[src/rtl/ivg_pkg.sv]
package ivg_pkg;
  // Width of a source index; covers up to 32 sources.
  localparam int unsigned IDX_W = 5;

  // Strobes from control to datapath for one clock.
  typedef struct packed {
    logic             flagLoad;
    logic             enLoad;
    logic             ackValid;
    logic [IDX_W-1:0] ackIdx;
  } ivg_strobe_t;
endpackage

[src/rtl/ivg_ctrl.sv]
module ivg_ctrl
  import ivg_pkg::*;
#(
  parameter int unsigned NUM_SRC = 18,
  parameter int unsigned VEC_W   = 16
) (
  input  logic [NUM_SRC-1:0] flagsQ,
  input  logic [NUM_SRC-1:0] enQ,
  input  logic               gateEn,
  input  logic               flagWrEn,
  input  logic               enWrEn,
  input  logic               vecRd,
  output ivg_strobe_t        strb,
  output logic [VEC_W-1:0]   vecCode
);
  logic [NUM_SRC-1:0] pending;
  logic               found;
  logic [IDX_W-1:0]   winIdx;

  assign pending = flagsQ & enQ & {NUM_SRC{gateEn}};

  // Scan from the top down so that the lowest index is the last to win.
  always_comb begin
    found  = 1'b0;
    winIdx = '0;
    for (int i = NUM_SRC - 1; i >= 0; i--) begin
      if (pending[i]) begin
        found  = 1'b1;
        winIdx = IDX_W'(i);
      end
    end
  end

  // Code = 2 * (index + 1); zero when idle.
  assign vecCode = found ? (VEC_W'({winIdx, 1'b0}) + VEC_W'(2)) : '0;

  always_comb begin
    strb.flagLoad = flagWrEn;
    strb.enLoad   = enWrEn;
    strb.ackValid = vecRd & found;
    strb.ackIdx   = winIdx;
  end
endmodule

[src/rtl/ivg_datapath.sv]
module ivg_datapath
  import ivg_pkg::*;
#(
  parameter int unsigned NUM_SRC = 18
) (
  input  logic               clk,
  input  logic               rstN,
  input  ivg_strobe_t        strb,
  input  logic [NUM_SRC-1:0] evtIn,
  input  logic [NUM_SRC-1:0] flagWrData,
  input  logic [NUM_SRC-1:0] enWrData,
  output logic [NUM_SRC-1:0] flagsQ,
  output logic [NUM_SRC-1:0] enQ
);
  // One sticky cell per source: load, then clear, then set (set wins).
  for (genvar g = 0; g < NUM_SRC; g++) begin : gFlag
    logic ackHit;
    logic baseVal;
    assign ackHit  = strb.ackValid && (strb.ackIdx == IDX_W'(g));
    assign baseVal = strb.flagLoad ? flagWrData[g] : (flagsQ[g] & ~ackHit);

    always_ff @(posedge clk) begin
      if (!rstN) flagsQ[g] <= 1'b0;
      else       flagsQ[g] <= baseVal | evtIn[g];
    end
  end

  always_ff @(posedge clk) begin
    if (!rstN)            enQ <= '0;
    else if (strb.enLoad) enQ <= enWrData;
  end
endmodule

[src/rtl/ivg_top.sv]
module ivg_top
  import ivg_pkg::*;
#(
  parameter int unsigned NUM_OVF   = 2,
  parameter int unsigned NUM_SLOTS = 16,
  parameter int unsigned VEC_W     = 16
) (
  input  logic                           clk,
  input  logic                           rstN,
  input  logic                           gateEn,
  input  logic [NUM_OVF+NUM_SLOTS-1:0]   evtIn,
  input  logic                           flagWrEn,
  input  logic [NUM_OVF+NUM_SLOTS-1:0]   flagWrData,
  input  logic                           enWrEn,
  input  logic [NUM_OVF+NUM_SLOTS-1:0]   enWrData,
  input  logic                           vecRd,
  output logic                           irqOut,
  output logic [VEC_W-1:0]               vecOut,
  output logic [NUM_OVF+NUM_SLOTS-1:0]   flagsOut
);
  localparam int unsigned NUM_SRC = NUM_OVF + NUM_SLOTS;

  ivg_strobe_t        strb;
  logic [NUM_SRC-1:0] flagsQ;
  logic [NUM_SRC-1:0] enReg;

  ivg_ctrl #(.NUM_SRC(NUM_SRC), .VEC_W(VEC_W)) u_ctrl (
    .flagsQ  (flagsQ),
    .enQ     (enReg),
    .gateEn  (gateEn),
    .flagWrEn(flagWrEn),
    .enWrEn  (enWrEn),
    .vecRd   (vecRd),
    .strb    (strb),
    .vecCode (vecOut)
  );

  ivg_datapath #(.NUM_SRC(NUM_SRC)) u_dp (
    .clk       (clk),
    .rstN      (rstN),
    .strb      (strb),
    .evtIn     (evtIn),
    .flagWrData(flagWrData),
    .enWrData  (enWrData),
    .flagsQ    (flagsQ),
    .enQ       (enReg)
  );

  assign irqOut   = |vecOut;
  assign flagsOut = flagsQ;
endmodule

[config.mk]
export PLATFORM = sky130hd
export DESIGN_NAME = ivg_top
export DESIGN_NICKNAME = d
export VERILOG_FILES = /design/src/rtl/ivg_pkg.sv /design/src/rtl/ivg_ctrl.sv /design/src/rtl/ivg_datapath.sv /design/src/rtl/ivg_top.sv
export SDC_FILE = /design/constraint.sdc
export NUM_CORES = 1
export LEC_CHECK = 0
export CORE_UTILIZATION = 45
export DETAILED_ROUTE_END_ITERATION = 10
export PLACE_DENSITY_LB_ADDON = 0.12
export SKIP_CTS_REPAIR_TIMING = 1
export SLEW_MARGIN = 20
export SYNTH_ARGS = -nofsm -noshare
export SYNTH_HDL_FRONTEND = slang
export SYNTH_SLANG_ARGS = --single-unit
[constraint.sdc]
create_clock -name clk -period 8.82 [get_ports clk]
set_input_delay 0.882 -clock clk [delete_from_list [all_inputs] [get_ports clk]]
set_output_delay 0.882 -clock clk [all_outputs]
set_load 0.03 [all_outputs]
==> summary.txt, run 1 <==
Run status
  – Outcome: complete, no violations

Detailed routing
  – Antenna-violating nets left: 0
  – Vias: 2099
  – Via density per instance: 5.37
  – # DRC: 0
  – First drt pass iteration count: 4
  – 1st-iter DRT viols: 107
  – Final wirelength: 5800 µm
  – DR WL/cell: 14.8 µm

Clock network
  – Root Driver: clkbuf_8
  – CTS clk-pin slew, worst paths: 80 ps
  – Clock buffer depth: 2
  – CTS Buf Count: 5
  – H-tree depth: 2
  – Clk_lat worst skew: 300 ps
  – CTS Sinks: 36
  – TritonCTS clock tree: yes

Setup path
  – Setup CP Type: in2out
  – CP max-delay cell: clkdlybuf4s50_1
  – Largest delay share family, worst path: buffers and inverters
  – Crit path arrival time: 4460 ps
  – Largest stage delay on the critical path: 730 ps
  – Crit end category: primary output
  – Crit-path max FO: 12
  – Worst setup SP type: primary input
  – CP Cell Sequence: clkdlybuf4s50_1 > nand2_1 > a311oi_1 > a22oi_1 > nor2_1 > ha_1 > inv_1 > nor4_1 > ha_1 > inv_1 > o41ai_1 > o211ai_1 > clkdlybuf4s50_1
  – Buf/Inv on CP: 4
  – CP Data Required Time: 7940 ps

Worst hold path
  – Min-delay worst type: reg2reg

Layout
  – Area delta synth->final: 41.0%
  – Antenna cells: 0
  – Final net count: 403
  – Share of cells above drive strength 1: 5.60%
  – Filler Cell Count: 402
  – Sequential cell area: 721 µm²
  – Multi-input gate area: 0.00134 mm²

Floorplanning
  – Die span in x: 71.6 µm
  – Initial Util: 48.4%
  – Die height: 71.6 µm
  – Rows: 24
  – Placeable Area: 0.00450 mm²
  – # IOs: 95
  – Die footprint: 0.00513 mm²

Yosys
  – Register bit total from synthesis: 36
  – Async set-reset flop share out of synthesis: 0%
  – Yosys cell types: 46
  – Number of enable flip-flop cells after synthesis: 0
  – Ys flop type: dfxtp_1
  – Warnings, synthesis: 0
  – Seq/Total Area, Yosys: 33.1%
  – Syn Inst Count: 259
  – Mapped Area: 0.00218 mm²
  – Mean post-synth cell area: 8.42 µm²

Power
  – Sw frac: 33.2%
  – Psw: 0.000147 W
  – Clock Power Share: 27.0%
  – Pleak: 1.23 nW
  – VDD IR max: 0.0000959 V
  – Int Power: 0.000295 W
  – Pwr Total: 0.000442 W
  – Sequential share of power: 42.2%
  – Comb pwr share: 30.8%
  – PD cells: 144 mW/mm²

Global route
  – Largest net degree at the start of global routing: 37
  – Antenna violations before repair: 0
  – GRT Util Overall: 23.6%
  – Vias in the first global route: 1964
  – First-pass GRT wire length: 9280 µm
  – Overflow after GRT: 0

Placed design
  – Gp weighted congestion: 0.869
  – HPWL after detailed placement: 4400 µm
  – Port Buffer Count: 83

STA
  – Fmax: 187 MHz
  – Tightest Pin Transition: 1070 ps
  – Clock Skews: 6.45 ps
  – Tcrit/Tclk final: 60.6%
  – RSZ-0062 raised after global routing: no
  – # setup viols final: 0
  – Tmin final: 5340 ps
  – Slew HR: 28.1%
  – Max Slew Vio Count: 0
  – Final Hold Viols: 0
  – Fin Setup TNS: 0 ps

Run
  – Max cap viols: 0
Yosys cell counts (2+ instances only):
| master | number | share of area, % |
|---|---|---|
| a22oi_1 | 3 | 1.0 |
| a21boi_0 | 6 | 2.1 |
| o21ai_0 | 11 | 2.5 |
| nor2_1 | 7 | 1.2 |
| dfxtp_1 | 36 | 33 |
| o211ai_1 | 2 | 0.69 |
| buf_4 | 11 | 3.8 |
| a21oi_1 | 20 | 4.6 |
| a22o_1 | 10 | 4.0 |
| nor3_2 | 2 | 0.92 |
| nand3b_1 | 7 | 2.4 |
| ha_1 | 5 | 2.9 |
| and2_1 | 9 | 2.6 |
| inv_1 | 9 | 1.5 |
| buf_2 | 2 | 0.46 |
| nand2_1 | 42 | 7.2 |
| a311o_1 | 3 | 1.4 |
| o21ai_1 | 2 | 0.46 |
| nor4_1 | 2 | 0.57 |
| nor2b_1 | 18 | 5.2 |
| mux2i_1 | 18 | 8.3 |
| clkbuf_1 | 8 | 1.4 |
| a21boi_1 | 3 | 1.0 |
cell usage in the layout (no fill, tap or decap), drive strengths merged, types with 10 or more instances in the layout:
cell / netlist / layout
mux2i: 18 / 18
o21ai: 13 / 13
a21boi: 10 / 10
a22o: 11 / 11
nand2: 42 / 42
conb: 1 / 11
a21oi: 20 / 20
nor2b: 18 / 18
dfxtp: 36 / 36
clkdlybuf4s50: 0 / 82
cell type report:
cell class / instances / share of cell area [%]
clock buffers: 5 / 2.24
multi-input cells: 203 / 43.6
repair buffers: 83 / 26.9
well taps: 52 / 2.12
inverters: 9 / 1.10
clock inverters: 3 / 0.611
flip-flops and latches: 36 / 23.5
metrics by stage:
| stage | util [%] | hold WS (ps) | instances | worst slack, ps | cell area, µm² |
|---|---|---|---|---|---|
| 5_1_grt | 68.2 | 582 | 391 | 3230 | 3070 |
| 2_1_floorplan | - | 482 | 269 | 5030 | 2220 |
| 3_5_place_dp | 66.4 | 531 | 383 | 3490 | 2990 |
| 3_3_place_gp | 66.4 | 524 | 383 | 3640 | 2990 |
| 4_1_cts | 68.3 | 542 | 391 | 3490 | 3080 |
| 6_report | 68.2 | 539 | 391 | 3480 | 3070 |
power groups by stage:
stage	registers (W)	clock network (W)	logic (W)
after global placement	0.000190	0	0.000136
after global routing	0.000189	0.000130	0.000146
final	0.000187	0.000119	0.000136
after detailed placement	0.000190	0	0.000136
after floorplan	0.000198	0	0.0000710
after CTS	0.000187	0.000124	0.000137
logic make-up after synthesis:
logic type,synth area share [%]
adders and majority gates,2.87
buffers and inverters,7.18
and+or+nand+nor,22.7
muxes,8.27
other,0.172
DFF,33.1
AOI/OAI and AO/OA,25.7
sequential cells by signal (all words and copies together), names as in the netlist:
name         count
u_dp.flagsQ     18
u_dp.enQ        18
path summary, 6_finish.rpt:
| kind | startpoint | endpoint | slack (ps) | cells after the start |
|---|---|---|---|---|
| worst max-delay path | gateEn | irqOut | 3480 | 13 |
| worst min register to register | u_dp.flagsQ[13] | u_dp.flagsQ[13] | 540 | 2 |
| worst max register to register | u_dp.flagsQ[15] | u_dp.flagsQ[15] | 6060 | 11 |
| worst min-delay path | u_dp.flagsQ[13] | u_dp.flagsQ[13] | 540 | 2 |
worst reg2reg max path, cell delays in order, from the launching register on:
cell,delay [ps]
dfxtp_1,360
a22o_1,280
a31o_2,220
a221o_1,290
a22oi_1,340
nor2_1,170
ha_1,270
inv_1,100
nor4_1,60
ha_1,190
a311o_1,320
a21boi_2,110
routing by layer:
layer	vias up	global-route usage, %	wire, µm	part of all wire, %
met5	-	0	0	0
met4	0	8.06	90	1.6
met3	9	5.34	479	8.3
met2	91	39.6	2730	47
met1	936	30.1	2490	43
li1	1063	-	-	-
Note: power is estimated with default switching activity, not from simulation.
==> inputs of run 2 (changes only) <==
--- a/config.mk
+++ b/config.mk
@@ -5,7 +5,7 @@
 export SDC_FILE = /design/constraint.sdc
 export NUM_CORES = 1
 export LEC_CHECK = 0
-export CORE_UTILIZATION = 45
+export CORE_UTILIZATION = 42
 export DETAILED_ROUTE_END_ITERATION = 10
 export PLACE_DENSITY_LB_ADDON = 0.12
 export SKIP_CTS_REPAIR_TIMING = 1
==> constraint.sdc (replaced) <==
create_clock -name clk -period 5.03 [get_ports clk]
set_input_delay 0.503 -clock clk [delete_from_list [all_inputs] [get_ports clk]]
set_output_delay 0.503 -clock clk [all_outputs]
set_load 0.03 [all_outputs]
==> run 2 against run 1 <==
  * Sequential share of layout area fell by 0.32 points
  * Hold slack lost 2.9 ps
  * Non-clock buffer count is the same
  * Global-route usage shrank 1.6 points
  * Setup slack got worse by 2900 ps
  * Combinational power increased by 75%
  * Clock power up 110%
  * Clock skew is 0.63 ps higher
  * Critical path type unchanged
==> summary.txt, run 2 (synthesis gave the netlist of run 1 again) <==
Layout
  – Sequential cell area: 721 µm²
  – Final std cell area, no fill: 0.00312 mm²
  – Multi-input gate area: 0.00134 mm²
  – Area delta synth->final: 42.9%
  – Regs by FF count: u_dp.enQ: 18 flops, u_dp.flagsQ: 18 flops
  – Filler Cell Count: 446
  – Commonest non-fill, non-tap cell in the layout: clkdlybuf4s50_1
  – Most frequent cells in the layout: clkdlybuf4s50_1, nand2_1, dfxtp_1
  – Antenna cells: 0
  – Share of cells above drive strength 1: 5.60%
  – Final net count: 403

STA
  – Tmin final: 4450 ps
  – RSZ-0062 raised after global routing: no
  – # setup viols final: 0
  – Fmax: 225 MHz
  – Max Slew Vio Count: 0
  – Slew HR: 30.2%
  – Fin Setup TNS: 0 ps
  – Hold slack final: 536 ps
  – Final Hold Viols: 0
  – Tightest Pin Transition: 1040 ps
  – Clock Skews: 7.08 ps
  – Tcrit/Tclk final: 88.5%

Clock network
  – CTS Buf Count: 5
  – CTS Sinks: 36
  – Clk_lat worst skew: 290 ps
  – H-tree depth: 2
  – TritonCTS clock tree: yes
  – Clock buffer depth: 2
  – Root Driver: clkbuf_8
  – CTS clk-pin slew, worst paths: 70 ps

Power
  – Sequential share of power: 39.9%
  – Comb pwr share: 29.1%
  – Int Power: 0.000568 W
  – Sw frac: 30.7%
  – Pleak: 1.23 nW
  – VDD IR max: 0.000165 V
  – Psw: 0.000251 W
  – PD cells: 263 mW/mm²
  – Pwr Total: 0.000819 W
  – Clock Power Share: 31.0%

Placed design
  – HPWL after detailed placement: 4410 µm
  – Port Buffer Count: 83
  – Gp weighted congestion: 0.914
  – Area post-placement: 0.00301 mm²

Global route
  – Vias in the first global route: 1977
  – Overflow after GRT: 0
  – First-pass GRT wire length: 9120 µm
  – Largest net degree at the start of global routing: 37
  – GRT Util Overall: 22.0%
  – Antenna violations before repair: 0

Detailed routing
  – 1st-iter DRT viols: 99
  – First drt pass iteration count: 4
  – Vias: 2132
  – Via density per instance: 5.25
  – Final wirelength: 5690 µm
  – Antenna-violating nets left: 0
  – # DRC: 0
  – DR WL/cell: 14.0 µm

Worst hold path
  – Min-delay worst type: reg2reg

Floorplanning
  – Initial Util: 45.0%
  – Die height: 74.0 µm
  – # IOs: 95
  – Die footprint: 0.00548 mm²
  – Rows: 25
  – Placeable Area: 0.00485 mm²
  – Die span in x: 74.0 µm

Setup path
  – Worst setup SP type: primary input
  – Crit path arrival time: 3950 ps
  – Setup CP Type: in2out
  – CP Data Required Time: 4530 ps
  – CP Cell Sequence: clkdlybuf4s50_1 > nand2_1 > a311oi_1 > a22oi_1 > nor2_1 > ha_1 > inv_1 > nor4_1 > ha_1 > inv_1 > o41ai_1 > o211ai_1 > clkdlybuf4s50_1
  – CP max-delay cell: clkdlybuf4s50_1
  – Crit-path max FO: 12
  – Crit end category: primary output
  – Largest stage delay on the critical path: 710 ps

Run
  – Max cap viols: 0

Run status
  – Outcome: complete, no violations
-- run 2: cell count changes in the layout (fill, tap and decap cells not counted) --
cell / previous run / this run
clkinv_2: 2 / 1
clkinvlp_4: 0 / 1
bufinv_16: 0 / 1
clkinv_4: 1 / 0
-- run 2: path summary, 6_finish.rpt --
path	cells after the start	slack, ps	end	startpoint
worst max register to register	11	2320	u_dp.flagsQ[15]	u_dp.flagsQ[15]
worst max-delay path	13	580	irqOut	gateEn
worst min register to register	2	540	u_dp.flagsQ[13]	u_dp.flagsQ[13]
worst min-delay path	2	540	u_dp.flagsQ[13]	u_dp.flagsQ[13]
-- run 2: worst max-delay path, delay by kind of cell --
| kind | cells | cell delay, ps |
|---|---|---|
| adder cells (fa/ha/maj) | 2 | 450 |
| AND/OR/NAND/NOR | 3 | 630 |
| AO/OA/AOI/OAI | 4 | 900 |
| buffers and inverters | 4 | 1450 |
-- run 2: metrics by stage --
step | setup slack [ps] | instances | utilization, %
floorplan | 1650 | 269 | -
global placement | 662 | 398 | 62.1
detailed placement | 584 | 398 | 62.1
CTS | 584 | 406 | 64.4
global route | 281 | 406 | 64.3
finish | 580 | 406 | 64.3
-- run 2: area by class of cell --
cell class,count,area share [%]
multi-input combinational,203,43.0
timing repair buffer,83,26.5
sequential,36,23.1
tap,67,2.69
clock buffer,5,2.21
clock inverter,3,1.37
inverter,9,1.08
-- run 2: power groups by stage --
stage                     sequential, W  clock (W)  combinational (W)
after detailed placement       0.000334          0           0.000239
after global routing           0.000330   0.000273           0.000257
after CTS                      0.000327   0.000259           0.000240
after global placement         0.000333          0           0.000237
final                          0.000327   0.000254           0.000238
after floorplan                0.000348          0           0.000125
-- run 2: layer usage --
layer  track usage, %  vias to the layer above  wire (µm)
li1                 -                     1064          -
met1             27.9                      966       2410
met2             36.3                       94       2690
met3             5.69                        8        491
met4             7.48                        0         94
met5                0                        -          0
==> inputs of run 3 (changes only) <==
--- a/config.mk
+++ b/config.mk
@@ -9,7 +9,6 @@
 export DETAILED_ROUTE_END_ITERATION = 10
 export PLACE_DENSITY_LB_ADDON = 0.12
 export SKIP_CTS_REPAIR_TIMING = 1
-export SLEW_MARGIN = 20
 export SYNTH_ARGS = -nofsm -noshare
 export SYNTH_HDL_FRONTEND = slang
 export SYNTH_SLANG_ARGS = --single-unit
==> run 3 against run 2 <==
  * Die area did not move
  * Clock skew barely moved
  * Power barely moved
  * Sequential power barely moved
  * Non-clock buffer count did not move
  * Hold slack improved by 1.5 ps
  * Utilization rose by 0.10 points
  * Count of clock-buffer cells in the layout did not move
  * Highest routed layer unchanged
==> summary.txt, run 3 (synthesis gave the netlist of run 1 again) <==
Layout
  – Share of cells above drive strength 1: 5.31%
  – Regs by FF count: u_dp.enQ: 18 flops, u_dp.flagsQ: 18 flops
  – Final std cell area, no fill: 0.00312 mm²
  – Antenna cells: 0
  – Post-Layout Cell Count: 406
  – Final net count: 403
  – Area delta synth->final: 43.2%
  – Filler Cell Count: 445
  – Commonest non-fill, non-tap cell in the layout: clkdlybuf4s50_1
  – Most frequent cells in the layout: clkdlybuf4s50_1, nand2_1, dfxtp_1

Setup path
  – Worst setup SP type: primary input
  – R2R depth: 11
  – End of the critical path: irqOut
  – Crit end category: primary output
  – FF-to-FF Start: u_dp.flagsQ[15]
  – End of the worst register-to-register path: u_dp.flagsQ[15]
  – CP Data Required Time: 4530 ps
  – Reg2Reg Setup Slack: 2320 ps
  – Critical Path Start: gateEn
  – Crit path arrival time: 3970 ps
  – Setup CP Type: in2out
  – Crit-path max FO: 12

Detailed routing
  – 1st-iter DRT viols: 99
  – Via density per instance: 5.24
  – # DRC: 0
  – Vias: 2128
  – First drt pass iteration count: 4
  – Antenna-violating nets left: 0
  – DR WL/cell: 14.0 µm
  – Final wirelength: 5700 µm

Clock network
  – CTS Buf Count: 5
  – TritonCTS clock tree: yes
  – Clock buffer depth: 2
  – Root Driver: clkbuf_8
  – Clk_lat worst skew: 290 ps
  – CTS Sinks: 36
  – CTS clk-pin slew, worst paths: 70 ps
  – H-tree depth: 2

Worst hold path
  – Min-delay worst type: reg2reg

STA
  – Fin Setup TNS: 0 ps
  – Tightest Pin Transition: 1170 ps
  – Tcrit/Tclk final: 88.9%
  – Fmax: 224 MHz
  – # setup viols final: 0
  – Tmin final: 4470 ps
  – Max Slew Vio Count: 0
  – Clock Skews: 6.97 ps
  – Slew HR: 21.7%
  – RSZ-0062 raised after global routing: no
  – Final Hold Viols: 0

Floorplanning
  – Die height: 74.0 µm
  – Die footprint: 0.00548 mm²
  – Placeable Area: 0.00485 mm²
  – Rows: 25
  – Die span in x: 74.0 µm
  – Initial Util: 45.0%
  – # IOs: 95

Global route
  – Antenna violations before repair: 0
  – Largest net degree at the start of global routing: 37
  – First-pass GRT wire length: 9120 µm
  – GRT Max-Usage Layer: met2
  – Overflow after GRT: 0
  – Met2 usage: 36.3%
  – GRT met1 Usage: 27.9%
  – GRT Util Overall: 22.0%
  – Vias in the first global route: 1977
  – Met3 usage: 5.69%

Placed design
  – HPWL after detailed placement: 4410 µm
  – Port Buffer Count: 83
  – Area post-placement: 0.00301 mm²
  – Cell count after placement: 398
  – Gp weighted congestion: 0.914

Power
  – Pleak: 1.23 nW
  – VDD IR max: 0.000165 V
  – PD cells: 263 mW/mm²

Run status
  – Outcome: complete, no violations

Run
  – Max cap viols: 0
==> run 3: cell count changes in the layout (fill, tap and decap cells not counted), sizes merged <==
cell,previous run,this run
clkdlybuf4s50,82,83
buf,1,0
==> run 3: layout make-up <==
cell class / instances / area (µm²) / share of cell area (%)
clock buffers: 5 / 68.8 / 2.21
flip-flops and latches: 36 / 721 / 23.1
repair buffers: 83 / 831 / 26.6
clock inverters: 3 / 42.5 / 1.36
inverters: 9 / 33.8 / 1.08
multi-input cells: 203 / 1340 / 42.9
well taps: 67 / 83.8 / 2.69
==> run 3: per-layer routing <==
metal  wire length [µm]  part of all wire [%]
met2               2690                    47
met5                  0                     0
met1               2420                    42
met3                498                   8.7
met4                 94                   1.6
==> run 3: power by group <==
group	internal, W	switching [W]	total [W]	leakage (nW)
combinational	0.000117	0.000121	0.000239	0.879
sequential	0.000305	0.0000224	0.000327	0.300
clock	0.000147	0.000108	0.000254	0.0541
==> run 3: how the worst min path moves through the flow <==
stage	start	cells after the start	end	slack, ps
after floorplan	u_dp.enQ[16]	2	u_dp.enQ[16]	480
after global placement	u_dp.flagsQ[13]	2	u_dp.flagsQ[13]	520
after detailed placement	u_dp.flagsQ[13]	2	u_dp.flagsQ[13]	530
after CTS	u_dp.flagsQ[13]	2	u_dp.flagsQ[13]	540
after global routing	u_dp.flagsQ[14]	2	u_dp.flagsQ[14]	560
final	u_dp.flagsQ[13]	2	u_dp.flagsQ[13]	540
==> run 3: through the flow <==
stage                     setup slack, ps  utilization [%]  hold slack [ps]  power, W
final                                 559             64.4              538  0.000820
after global routing                  281             64.4              563  0.000861
after CTS                             584             64.4              539  0.000825
after detailed placement              584             62.1              527  0.000572
after global placement                662             62.1              523  0.000570
after floorplan                      1650                -              482  0.000473
==> run 3: worst max-delay path: stages <==
cell and delay (ps):
clkdlybuf4s50_1 710, nand2_1 90, a311oi_1 280, a22oi_1 170, nor2_1 260, ha_1 270, inv_1 90, nor4_1 280
ha_1 180, inv_1 50, o41ai_1 330, o211ai_1 130, clkdlybuf4s50_1 610
